--- src/rtl/sa_pkg.sv ---
package sa_pkg;
  typedef enum logic {SA_INTERNAL = 1'b0, SA_EXTERNAL = 1'b1} sa_form_e;
endpackage

--- src/rtl/sa_div_step.sv ---
// One division step: shift in the new low-order coefficient, reduce by P(X).
module sa_div_step #(
  parameter int unsigned WIDTH = 16,
  parameter logic [WIDTH-1:0] POLY = '0
) (
  input  logic [WIDTH-1:0] sig_i,
  input  logic             bit_i,
  output logic [WIDTH-1:0] sig_o
);
  logic [WIDTH-1:0] shifted;
  always_comb begin
    shifted = {sig_i[WIDTH-2:0], bit_i};
    sig_o   = sig_i[WIDTH-1] ? (shifted ^ POLY) : shifted;
  end
endmodule

--- src/rtl/sa_fib_step.sv ---
// One recurrence step: stage 0 takes input XOR tapped stages.
module sa_fib_step #(
  parameter int unsigned WIDTH = 16,
  parameter logic [WIDTH-1:0] POLY = '0
) (
  input  logic [WIDTH-1:0] sig_i,
  input  logic             bit_i,
  output logic [WIDTH-1:0] sig_o
);
  logic [WIDTH-1:0] tap_mask;
  for (genvar j = 0; j < WIDTH; j++) begin : g_mask
    if (j == WIDTH-1) begin : g_top
      assign tap_mask[j] = 1'b1;
    end else begin : g_mid
      assign tap_mask[j] = POLY[j+1];
    end
  end
  assign sig_o = {sig_i[WIDTH-2:0], bit_i ^ (^(sig_i & tap_mask))};
endmodule

--- src/rtl/sa_verdict.sv ---
module sa_verdict #(
  parameter int unsigned WIDTH = 16,
  parameter logic [WIDTH-1:0] GOLDEN = '0
) (
  input  logic             clk_i,
  input  logic             rst_ni,
  input  logic             clear_i,
  input  logic             end_i,
  input  logic [WIDTH-1:0] sig_nxt_i,
  output logic             done_o,
  output logic             pass_o
);
  always_ff @(posedge clk_i or negedge rst_ni) begin
    if (!rst_ni) begin
      done_o <= 1'b0;
      pass_o <= 1'b0;
    end else if (clear_i) begin
      done_o <= 1'b0;
      pass_o <= 1'b0;
    end else if (end_i && !done_o) begin
      done_o <= 1'b1;
      pass_o <= (sig_nxt_i == GOLDEN);
    end
  end
endmodule

--- src/rtl/sig_analyzer.sv ---
module sig_analyzer
  import sa_pkg::*;
#(
  parameter int unsigned      WIDTH  = 16,
  parameter logic [WIDTH-1:0] POLY   = 16'h8005,
  parameter logic [WIDTH-1:0] GOLDEN = '0,
  parameter sa_form_e         FORM   = SA_INTERNAL
) (
  input  logic             clk_i,
  input  logic             rst_ni,
  input  logic             clear_i,
  input  logic             bit_valid_i,
  input  logic             bit_i,
  input  logic             end_i,
  output logic [WIDTH-1:0] sig_o,
  output logic             done_o,
  output logic             pass_o
);
  logic [WIDTH-1:0] sig_q, step_sig, sig_nxt;
  logic             accept;

  if (FORM == SA_INTERNAL) begin : g_div
    sa_div_step #(.WIDTH(WIDTH), .POLY(POLY)) u_step (
      .sig_i(sig_q), .bit_i(bit_i), .sig_o(step_sig));
  end else begin : g_fib
    sa_fib_step #(.WIDTH(WIDTH), .POLY(POLY)) u_step (
      .sig_i(sig_q), .bit_i(bit_i), .sig_o(step_sig));
  end

  assign accept  = bit_valid_i && !done_o;
  assign sig_nxt = accept ? step_sig : sig_q;

  always_ff @(posedge clk_i or negedge rst_ni) begin
    if (!rst_ni)      sig_q <= '0;
    else if (clear_i) sig_q <= '0;
    else              sig_q <= sig_nxt;
  end

  sa_verdict #(.WIDTH(WIDTH), .GOLDEN(GOLDEN)) u_verdict (
    .clk_i(clk_i), .rst_ni(rst_ni), .clear_i(clear_i), .end_i(end_i),
    .sig_nxt_i(sig_nxt), .done_o(done_o), .pass_o(pass_o));

  assign sig_o = sig_q;
endmodule

--- config.mk ---
export PLATFORM = sky130hd
export DESIGN_NAME = sig_analyzer
export DESIGN_NICKNAME = d
export VERILOG_FILES = /design/src/rtl/sa_pkg.sv /design/src/rtl/sa_div_step.sv /design/src/rtl/sa_fib_step.sv /design/src/rtl/sa_verdict.sv /design/src/rtl/sig_analyzer.sv
export SDC_FILE = /design/constraint.sdc
export NUM_CORES = 1
export LEC_CHECK = 0
export ABC_AREA = 1
export BUFFER_PORTS_ARGS = -buffer_cell sky130_fd_sc_hd__buf_2
export CAP_MARGIN = 10
export CELL_PAD_IN_SITES_DETAIL_PLACEMENT = 1
export CELL_PAD_IN_SITES_GLOBAL_PLACEMENT = 1
export CORE_MARGIN = 8
export CORE_UTILIZATION = 36
export DETAILED_ROUTE_END_ITERATION = 16
export PLACE_DENSITY = 0.88
export SKIP_CTS_REPAIR_TIMING = 1
export SLEW_MARGIN = 5
export SYNTH_ARGS = -nofsm -noshare
export SYNTH_HDL_FRONTEND = slang
export SYNTH_SLANG_ARGS = --single-unit
--- constraint.sdc ---
create_clock -name clk_i -period 1.8 [get_ports clk_i]
set_clock_uncertainty 0.2 [all_clocks]
set_input_delay 0.36 -clock clk_i [delete_from_list [all_inputs] [get_ports clk_i]]
set_output_delay 0.36 -clock clk_i [all_outputs]
set_load 0.02 [all_outputs]
After elaboration in Yosys (flattened, before gate mapping)
Cells that the tools add are included.
{"block": "totals", "reg_bits": 18, "out_inout_bits": 18}
{"block": "op_classes", "n_mux": 7, "bitwise_logic": 1, "n_reduce_logical": 5}
{"op": "$mux 16", "n": 3}
{"op": "$logic_not 16->1", "n": 1}
{"op": "$mux 1", "n": 4}
{"op": "$not 3->3", "n": 1}
{"op": "$logic_and 1x1->1", "n": 2}
{"op": "$reduce_bool 2->1", "n": 1}
{"op": "$logic_not 1->1", "n": 1}

Logic depth before layout (Yosys ltp)
Gate-level depths: netlist (run 1).
{"block": "logic_depth", "depth_word": 6, "ltp_mapped": 10}

Hierarchy
Synthesis (run 1) repeated with hierarchy kept, for this count alone.
{"block": "hier_totals", "cells_unflattened": 185, "hier_area_um2": 1305.0}
{"module": "sig_analyzer", "n_inst": 1, "cells_per_inst": 136, "area_per_inst_um2": 1021.0, "seq_area_each_um2": 400.4}
{"module": "sa_div_step", "n_inst": 1, "cells_per_inst": 26, "area_per_inst_um2": 146.4, "seq_area_each_um2": 0.0}
{"module": "sa_verdict", "n_inst": 1, "cells_per_inst": 23, "area_per_inst_um2": 137.6, "seq_area_each_um2": 50.0}

Least setup slack after synthesis (run 1)
No wires, ideal clock.
{"block": "synth_path", "kind": "flip-flop to flip-flop", "from": "register u_verdict.done_o", "to": "register u_verdict.pass_o", "arrival_ps": 1241, "required_ps": 1534, "slack_ps": 293, "path_stages_with_launch": 11, "n_path_buf": 1, "cell_sequence": "dfrtp_1 inv_2 nand2_4 buf_8 nand2_1 nand2_1 nor2_1 nand2_1 nor2_1 nand3_1 nand2_1"}
{"block": "synth_between", "elab_chain_len": 6, "word_cells_on_any_way": 8, "classes_between": "3 x mux; 5 x reduce/logical"}
{"element": "from (decl)", "line": "sa_verdict.sv:10", "source": "output logic done_o,"}
{"element": "from (signal assigned)", "line": "sa_verdict.sv:15", "source": "done_o <= 1'b0;"}
{"element": "from (signal assigned)", "line": "sa_verdict.sv:18", "source": "done_o <= 1'b0;"}
{"element": "from (signal assigned)", "line": "sa_verdict.sv:21", "source": "done_o <= 1'b1;"}
{"element": "$logic_not 1->1 *", "line": "sa_verdict.sv:20, sig_analyzer.sv:30"}
{"element": "$logic_and 1x1->1", "line": "sig_analyzer.sv:30", "source": "assign accept = bit_valid_i && !done_o;"}
{"element": "$mux 16", "line": "sig_analyzer.sv:31", "source": "assign sig_nxt = accept ? step_sig : sig_q;"}
{"element": "$logic_not 16->1", "line": "sa_verdict.sv:22", "source": "pass_o <= (sig_nxt_i == GOLDEN);"}
{"element": "$mux 1", "line": "sa_verdict.sv:20", "source": "end else if (end_i && !done_o) begin"}
{"element": "$mux 1", "line": "sa_verdict.sv:17", "source": "end else if (clear_i) begin"}
{"element": "to (signal assigned)", "line": "sa_verdict.sv:22"}
{"element": "to (decl)", "line": "sa_verdict.sv:11", "source": "output logic pass_o"}
Every way passes the cells marked *; elsewhere a longest branch is shown, timed or not. The select of a mux whose other input is x is not followed.
A chain may end at the register's enable or synchronous reset.

Worst setup path in the final report (run 1)
{"block": "layout_path", "from": "register u_verdict.done_o", "to": "output done_o"}
{"element": "to (decl)", "line": "sig_analyzer.sv:16", "source": "output logic done_o,"}
No word-level cell between the ends.

==> impl_metrics.yaml, run 1 <==
synthesis:
  yosysUniqueCellTypes: 17
  synth_nets: 129
  async_reset_ff_share_pct: 100.0
  synth_edf_count: 0
  synthesis.area_sq_um: 932.1
  synthTopCellsByArea: "dfrtp_1, nand2_1, nand3_1, nor2_1, a21oi_1"
  yosys.area.top_type: "dfrtp_1"
  synth-main-ff-cell: "dfrtp_1"
  synth.avg_cell_area_sq_um: 7.578
  yosysTopAreaCellShare_pct: 48.32
  synth-seq-area-share_pct: 48.32
  synthCells: 123
  yosysWarningCount: 0
  ys_seq_elements: 18
timing:
  rsz0062_at_grt: "no"
  fmax_mhz: 644.7
  setup_tns_ns: 0
  setup_slack_ns: 0.2488
  drv_slew: 0
  setup_viol: 0
  tightest_slew_ns: 0.4098
  hold_violations: 0
  min_period_ns: 1.551
  maxSlewHeadroom_pct: 72.68
  post-route-period-util_pct: 86.18
routing:
  dr.pass1.iters: 4
  vias: 860
  drt_iter0_drc: 20
  drt.antenna.violating_nets: 0
  wl_per_cell_microns: 13.75
  viasPerCell: 4.859
  routed_wl_microns: 2433
  drc: 0
worst_setup_path:
  startpoint_type: "register"
  slowest_delay_ns: 0.47
  worstReg2RegStart: "u_verdict.done_o$_DFFE_PN0P_"
  cpMaxStageDelayCell: "dfrtp_1"
  crit_path_cell_trace: "buf_2"
  critPathBufInv: 1
  crit_path_end_kind: "output port"
  startpoint: "u_verdict.done_o$_DFFE_PN0P_"
  cpLargestDelayFamily: "flip-flops"
  arrival_ns: 0.99
  worstSetupPathType: "reg2out"
  cp_max_fo: 4
  cp.required_ns: 1.24
clocking:
  clockRootBuffer: "clkbuf_4"
  cts_buffer_depth: 2
  cts_tree: "yes"
  path_clk_slew_ns: 0.11
  cts_buffers: 3
  htree_levels: 1
  insertion_delay_ns: 0.30
  cts_sinks: 18
place:
  dp_slack_ns: 0.1591
  gp_congestion: 0.7426
  portBuffers: 23
  dp_hpwl_microns: 1912
finish:
  layout-drive-gt1-share_pct: 23.13
  fillCellCount: 322
  final_net_count: 154
  diodes: 0
  synthToLayoutAreaGrowth_pct: 17.32
global_routing:
  grt_max_degree: 19
  grt_pass1_vias: 927
  overflow: 0
  antenna_found_initial: 0
  grt_first_pass_wirelength_microns: 4119
  grt_use_total_pct: 11.76
min_path:
  hold_path_class: "in2reg"
  worstHoldStart: "end_i"
pwr:
  p_per_area_nw_per_um2: 765.7
  power_leakage_uw: 0.0006450
  ir_drop_mv: 0.3933
floorplanning:
  initial_utilization_pct: 37.63
  dieArea_sq_um: 4474
  dieHeight_microns: 66.89
  ioPinCount: 24
  core_area_sq_um: 2477
  chipWidth_microns: 66.89
  num_rows: 18
flow_run:
  maxCapViolCount: 0
run_status:
  status: "finished clean"
==> cell families (layout without fill, tap and decap cells) <==
family | after synthesis | in the layout | synth area share (%)
AND/OR/NAND/NOR | 73 | 73 | 32.89
flip-flops | 18 | 18 | 48.32
buffers and inverters | 17 | 41 | 9.663
AO/OA/AOI/OAI | 15 | 15 | 9.128
==> stage by stage <==
stage / area, sq um / hold WS, ns / power [uW] / util [%] / cells
finish: 1094 / 0.1347 / 837.3 / 44.14 / 177
global route: 1094 / 0.1538 / 889.3 / 44.14 / 177
CTS: 1084 / -0.2107 / 849.1 / 43.74 / 176
detailed placement: 1047 / 0.1223 / 596.2 / 42.27 / 172
global placement: 1047 / 0.1130 / 589.1 / 42.27 / 172
floorplan: 932.1 / -0.1356 / 549.4 / - / 123
==> registers in the layout, indices dropped and copies added, names as in the netlist <==
signal,cells
u_verdict.pass_o,1
u_verdict.done_o,1
sig_o,16
==> cell usage in the layout, fill, tap and decap left out, types with 2 or more instances in the layout <==
cell / synthesis / routed
nor2_1: 15 / 15
nand3_1: 12 / 12
nand2_1: 43 / 43
buf_2: 0 / 23
o21ai_2: 2 / 2
o21ai_0: 2 / 2
a21oi_1: 10 / 10
clkbuf_4: 0 / 3
dfrtp_1: 18 / 18
inv_1: 11 / 11
==> final cells by class <==
class | count | area (sq um) | area share [%]
flip-flops and latches | 18 | 450.4 | 41.19
multi-input cells | 88 | 391.6 | 35.81
repair buffers | 25 | 132.6 | 12.13
inverters | 12 | 45.04 | 4.119
well taps | 30 | 37.54 | 3.432
clock buffers | 4 | 36.28 | 3.318
==> worst reg2reg max path, cell delays in order (launching register included) <==
cell and delay (ns):
dfrtp_1 0.47, inv_2 0.08, buf_4 0.18, nand3_1 0.11
nand2_1 0.07, nor2_1 0.09, nand2_1 0.06, nor2_1 0.11
nand3_1 0.07, nand2_1 0.06
==> power by group <==
group | internal (uW) | switching, uW
Sequential | 420 | 15.0
Combinational | 47.0 | 105
Clock | 123 | 127
Total | 590 | 247
==> synthesized netlist by cell type (2+ instances only) <==
library cell and instances:
inv_1 11, nand2_1 43, buf_6 2, o21ai_2 2
a21oi_1 10, o21ai_0 2, nor2_1 15, nand3_1 12
dfrtp_1 18
==> metal layers <==
layer | global-route usage (%) | share of wire (%)
met5 | 0 | 0
met2 | 19.35 | 47
met1 | 14.59 | 47
met3 | 3.356 | 5.8
met4 | 3.133 | 0.53
==> path summary, 6_finish.rpt <==
path | cells after the start | slack, ns | endpoint
min reg2reg | 2 | 0.36 | u_verdict.pass_o$_DFFE_PN0P_
max | 1 | 0.25 | done_o
max in group asynchronous | 2 | 0.79 | sig_o[7]$_DFF_PN0_
max reg2reg | 9 | 0.26 | u_verdict.pass_o$_DFFE_PN0P_
min | 3 | 0.13 | u_verdict.done_o$_DFFE_PN0P_
min in group asynchronous | 2 | 0.32 | sig_o[2]$_DFF_PN0_
Note: power is estimated with default switching activity, not from simulation.
==> run 2: changes to the inputs <==
--- a/config.mk
+++ b/config.mk
@@ -13,7 +13,7 @@
 export CORE_MARGIN = 8
 export CORE_UTILIZATION = 36
 export DETAILED_ROUTE_END_ITERATION = 16
-export PLACE_DENSITY = 0.88
+export PLACE_DENSITY_LB_ADDON = 0.1
 export SKIP_CTS_REPAIR_TIMING = 1
 export SLEW_MARGIN = 5
 export SYNTH_ARGS = -nofsm -noshare
==> run 2 against run 1 <==
  * Worst hold slack gained 0.016 ns
  * Global-route usage grew 0.71 points
  * Final cell count grew 0.56%
  * Sequential power is essentially flat
  * Critical path depth grew 7
  * Fmax shrank 0.34%
  * Setup slack lost 0.0053 ns
  * Combinational power grew 3%
  * Cell area grew 0.11%
  * Die area is the same
  * Routed wire length grew 1.8%
  * Largest power group unchanged
==> impl_metrics.yaml, run 2 (synthesis results as in run 1) <==
worst_setup_path:
  ff2ff_path_depth: 8
  worstReg2RegStart: "u_verdict.done_o$_DFFE_PN0P_"
  startpoint: "u_verdict.done_o$_DFFE_PN0P_"
  cp.required_ns: 1.83
  worstSetupPathType: "reg2reg"
  cp_max_fo: 8
  slowest_delay_ns: 0.40
  cpMaxStageDelayCell: "dfrtp_1"
  r2r_end: "u_verdict.pass_o$_DFFE_PN0P_"
  arrival_ns: 1.59
  crit_path_cell_trace: "buf_4 -> nor2_4 -> nand2_1 -> o21ai_0 -> nand2_1 -> nor2_1 -> nand3_1 -> nand2_1"
  crit_path_end_kind: "register"
  critPathMostFrequentCell: "nand2_1"
  startpoint_type: "register"
  r2r_slack_ns: 0.24
global_routing:
  grt_first_pass_wirelength_microns: 4422
  grt_pass1_vias: 961
  antenna_found_initial: 0
  grt_max_degree: 19
  grt_use_total_pct: 12.47
  overflow: 0
routing:
  maxUsedRoutingLayer: "met4"
  drc: 0
  dr_wl_met2_microns: 1148
  dr.pass1.iters: 4
  drt_iter0_drc: 22
  viasPerCell: 4.961
  met3_length_microns: 94
  wl_per_cell_microns: 13.92
  vias: 883
  drt.antenna.violating_nets: 0
  routed_wl_microns: 2478
  wl_met1_microns: 1216
pwr:
  pwr-share-seq_pct: 55.0
  ir_drop_mv: 0.3771
  p_switching_uw: 239.9
  power_leakage_uw: 0.0006477
  clkPwrFrac_pct: 25.1
  comb_power_share_pct: 19.9
  internal_power_uw: 548.2
  swShare_pct: 30.44
  p_per_area_nw_per_um2: 719.8
finish:
  final_common_cell: "nand2_1"
  largest_register_ffs: 16
  final_net_count: 156
  fillCellCount: 331
  most-common-layout-cells: "nand2_1, buf_2, dfrtp_1"
  synthToLayoutAreaGrowth_pct: 17.45
  post-route-util_pct: 44.19
  diodes: 0
  layout-drive-gt1-share_pct: 23.65
floorplanning:
  num_rows: 18
  core_area_sq_um: 2477
  ioPinCount: 24
  initial_utilization_pct: 37.63
  chipWidth_microns: 66.89
  dieHeight_microns: 66.89
  dieArea_sq_um: 4474
clocking:
  cts_buffer_depth: 2
  path_clk_slew_ns: 0.10
  cts_buffers: 3
  htree_levels: 1
  insertion_delay_ns: 0.28
  cts_sinks: 18
  clockRootBuffer: "clkbuf_4"
  cts_tree: "yes"
timing:
  holdWs_ns: 0.1505
  setup_slack_ns: 0.2435
  hold_violations: 0
  min_period_ns: 1.557
  rsz0062_at_grt: "no"
  maxSlewHeadroom_pct: 71.36
  setup_tns_ns: 0
  setup_viol: 0
  tightest_slew_ns: 0.4296
  post-route-period-util_pct: 86.47
  drv_slew: 0
  fmax_mhz: 642.5
min_path:
  min_to: "u_verdict.done_o$_DFFE_PN0P_"
  worstHoldPathCells: 3
  worstHoldStart: "end_i"
  hold_path_class: "in2reg"
place:
  portBuffers: 23
  dp_hpwl_microns: 1886
  gp_congestion: 0.7105
  dp_slack_ns: 0.1096
flow_run:
  maxCapViolCount: 0
run_status:
  status: "finished clean"
## run 2: area by class of cell
| cell class | count | area, sq um | area share [%] |
|---|---|---|---|
| clock buffer | 3 | 22.52 | 2.057 |
| inverter | 12 | 45.04 | 4.114 |
| multi-input combinational | 88 | 391.6 | 35.77 |
| sequential | 18 | 450.4 | 41.14 |
| tap | 30 | 37.54 | 3.429 |
| timing repair buffer | 27 | 147.6 | 13.49 |
## run 2: worst max-delay path by stage
stage | end | slack [ns]
after CTS | done_o | 0.23
after global routing | u_verdict.pass_o$_DFFE_PN0P_ | 0.08
after detailed placement | u_verdict.pass_o$_DFFE_PN0P_ | 0.11
after floorplan | u_verdict.pass_o$_DFFE_PN0P_ | 0.29
final | u_verdict.pass_o$_DFFE_PN0P_ | 0.24
after global placement | u_verdict.pass_o$_DFFE_PN0P_ | 0.12
## run 2: per-layer routing
layer | global-route usage [%] | vias to the layer above
met5 | 0 | -
met4 | 4.700 | 0
met3 | 2.181 | 2
met2 | 20.19 | 14
met1 | 16.03 | 432
li1 | - | 435
## run 2: worst max-delay path, delay by kind of cell, from the launching register on
family	cells	cell delay, ns
AND/OR/NAND/NOR	6	0.63
flip-flops	1	0.40
AO/OA/AOI/OAI	1	0.11
buffers and inverters	1	0.16
## run 2: power groups by stage
| stage | Combinational, uW | Sequential (uW) | Clock (uW) |
|---|---|---|---|
| 2_1_floorplan | 88.2 | 461 | 0 |
| 3_3_place_gp | 156 | 441 | 0 |
| 3_5_place_dp | 158 | 442 | 0 |
| 4_1_cts | 159 | 434 | 212 |
| 5_1_grt | 178 | 436 | 227 |
| 6_report | 157 | 433 | 198 |
## run 2: metrics by stage
step / instance area (sq um) / power, uW / cells
finish: 1095 / 788.0 / 178
global placement: 1062 / 597.1 / 174
detailed placement: 1062 / 599.7 / 174
floorplan: 932.1 / 549.4 / 123
global route: 1095 / 841.2 / 178
CTS: 1085 / 804.6 / 177
==> run 3: changes to the inputs <==
--- a/config.mk
+++ b/config.mk
@@ -13,7 +13,8 @@
 export CORE_MARGIN = 8
 export CORE_UTILIZATION = 36
 export DETAILED_ROUTE_END_ITERATION = 16
-export PLACE_DENSITY_LB_ADDON = 0.1
+export PLACE_DENSITY = 0.81
+export RECOVER_POWER = 100
 export SKIP_CTS_REPAIR_TIMING = 1
 export SLEW_MARGIN = 5
 export SYNTH_ARGS = -nofsm -noshare
==> run 3 against run 2 <==
  * Sequential cell count unchanged
  * Fmax down 1.6%
  * First-iteration DRC count increased by 64%
  * Die area is the same
  * Cell area decreased by 1.9%
  * Worst hold slack got worse by 0.021 ns
  * Clock-buffer cell count rose by 1
  * Total power increased by 6.7%
  * Setup slack worse by 0.025 ns
  * Non-clock buffer count fell by 1
  * Core utilization is 0.86 points lower
  * Largest power group unchanged
==> impl_metrics.yaml, run 3 (synthesis results as in run 1) <==
run_status:
  status: "finished clean"
place:
  dp_hpwl_microns: 1966
  portBuffers: 23
  placed_area_sq_um: 1055
  gp_congestion: 0.7362
  placed_cells: 173
worst_setup_path:
  ff2ff_path_depth: 9
  startpoint_type: "register"
  cp.required_ns: 1.84
  cp_max_fo: 10
  crit_path_end_kind: "register"
  arrival_ns: 1.63
  worstSetupPathType: "reg2reg"
clocking:
  cts_buffers: 3
  cts_buffer_depth: 2
  htree_levels: 1
  clockRootBuffer: "clkbuf_4"
  insertion_delay_ns: 0.30
  cts_sinks: 18
  path_clk_slew_ns: 0.11
  cts_tree: "yes"
finish:
  post-route-util_pct: 43.33
  fillCellCount: 344
  layout-drive-gt1-share_pct: 9.459
  largest_register_ffs: 16
  stdcell_area_sq_um: 1074
  final_net_count: 155
  most-common-layout-cells: "nand2_1, clkbuf_1, dfrtp_1"
  final_common_cell: "nand2_1"
  diodes: 0
  layoutNonFillerInstCount: 178
  synthToLayoutAreaGrowth_pct: 15.17
floorplanning:
  dieHeight_microns: 66.89
  core_area_sq_um: 2477
  dieArea_sq_um: 4474
  chipWidth_microns: 66.89
  num_rows: 18
  ioPinCount: 24
  initial_utilization_pct: 37.63
timing:
  setup_tns_ns: 0
  drv_slew: 0
  rsz0062_at_grt: "no"
  min_period_ns: 1.581
  post-route-period-util_pct: 87.86
  hold_violations: 0
  tightest_slew_ns: 0.9650
  maxSlewHeadroom_pct: 35.67
  fmax_mhz: 632.3
  setup_viol: 0
global_routing:
  grt_pass1_vias: 947
  grt_first_pass_wirelength_microns: 4215
  overflow: 0
  antenna_found_initial: 0
  grt_use_total_pct: 12.01
  grt_max_degree: 19
routing:
  drt_iter0_drc: 36
  wl_per_cell_microns: 14.20
  drt.antenna.violating_nets: 0
  dr.pass1.iters: 4
  routed_wl_microns: 2528
  vias: 892
  drc: 0
  viasPerCell: 5.011
pwr:
  p_per_area_nw_per_um2: 782.9
  power_leakage_uw: 0.0005726
  ir_drop_mv: 0.5201
flow_run:
  maxCapViolCount: 0
min_path:
  hold_path_class: "in2reg"
  worstHoldPathCells: 3
==> run 3: cell type report <==
type                            instances  area, sq um  share of cell area (%)
Tap cell                               30        37.54                   3.497
Multi-Input combinational cell         88        387.9                   36.13
Inverter                               12        45.04                   4.196
Sequential cell                        18        450.4                   41.96
Clock buffer                            4        36.28                   3.380
Timing Repair Buffer                   26        116.4                   10.84
==> run 3: worst paths after layout <==
path,startpoint,endpoint,slack (ns)
worst min-delay path,end_i,u_verdict.done_o$_DFFE_PN0P_,0.13
min in group asynchronous,rst_ni,sig_o[6]$_DFF_PN0_,0.52
worst min register to register,u_verdict.pass_o$_DFFE_PN0P_,u_verdict.pass_o$_DFFE_PN0P_,0.36
worst max register to register,u_verdict.done_o$_DFFE_PN0P_,u_verdict.pass_o$_DFFE_PN0P_,0.22
worst max-delay path,u_verdict.done_o$_DFFE_PN0P_,u_verdict.pass_o$_DFFE_PN0P_,0.22
max in group asynchronous,rst_ni,sig_o[1]$_DFF_PN0_,0.30
==> run 3: critical path, cell delays in order (launching register included) <==
cell	delay, ns
dfrtp_1	0.44
inv_1	0.11
buf_4	0.19
nand3_1	0.10
nand2_1	0.06
nor2_1	0.10
nand2_1	0.06
nor2_1	0.12
nand3_1	0.09
nand2_1	0.06
==> run 3: through the flow <==
stage                     total power [uW]  hold WS, ns  setup slack (ns)
after global routing                 880.5       0.1455           0.07571
after floorplan                      549.4      -0.1356            0.2932
after global placement               593.2       0.1181            0.1662
after CTS                            852.9      -0.2164            0.2187
after detailed placement             599.8       0.1151           0.08702
final                                840.5       0.1296            0.2185
==> run 3: layer usage <==
| metal | share of wire [%] | up-vias | global-route usage (%) | wire length [microns] |
|---|---|---|---|---|
| met4 | 0.59 | 0 | 2.350 | 15 |
| met5 | 0 | - | 0 | 0 |
| met3 | 5.8 | 2 | 4.362 | 146 |
| met2 | 51 | 16 | 21.62 | 1290 |
| met1 | 43 | 437 | 13.16 | 1076 |
| li1 | - | 437 | - | - |
==> run 3: report_power, final <==
part | leakage (uW) | internal, uW | switching [uW] | total (uW)
registers | 0.000245 | 420 | 15.5 | 436
logic | 0.000307 | 42.8 | 106 | 148
clock network | 0.0000210 | 123 | 133 | 256
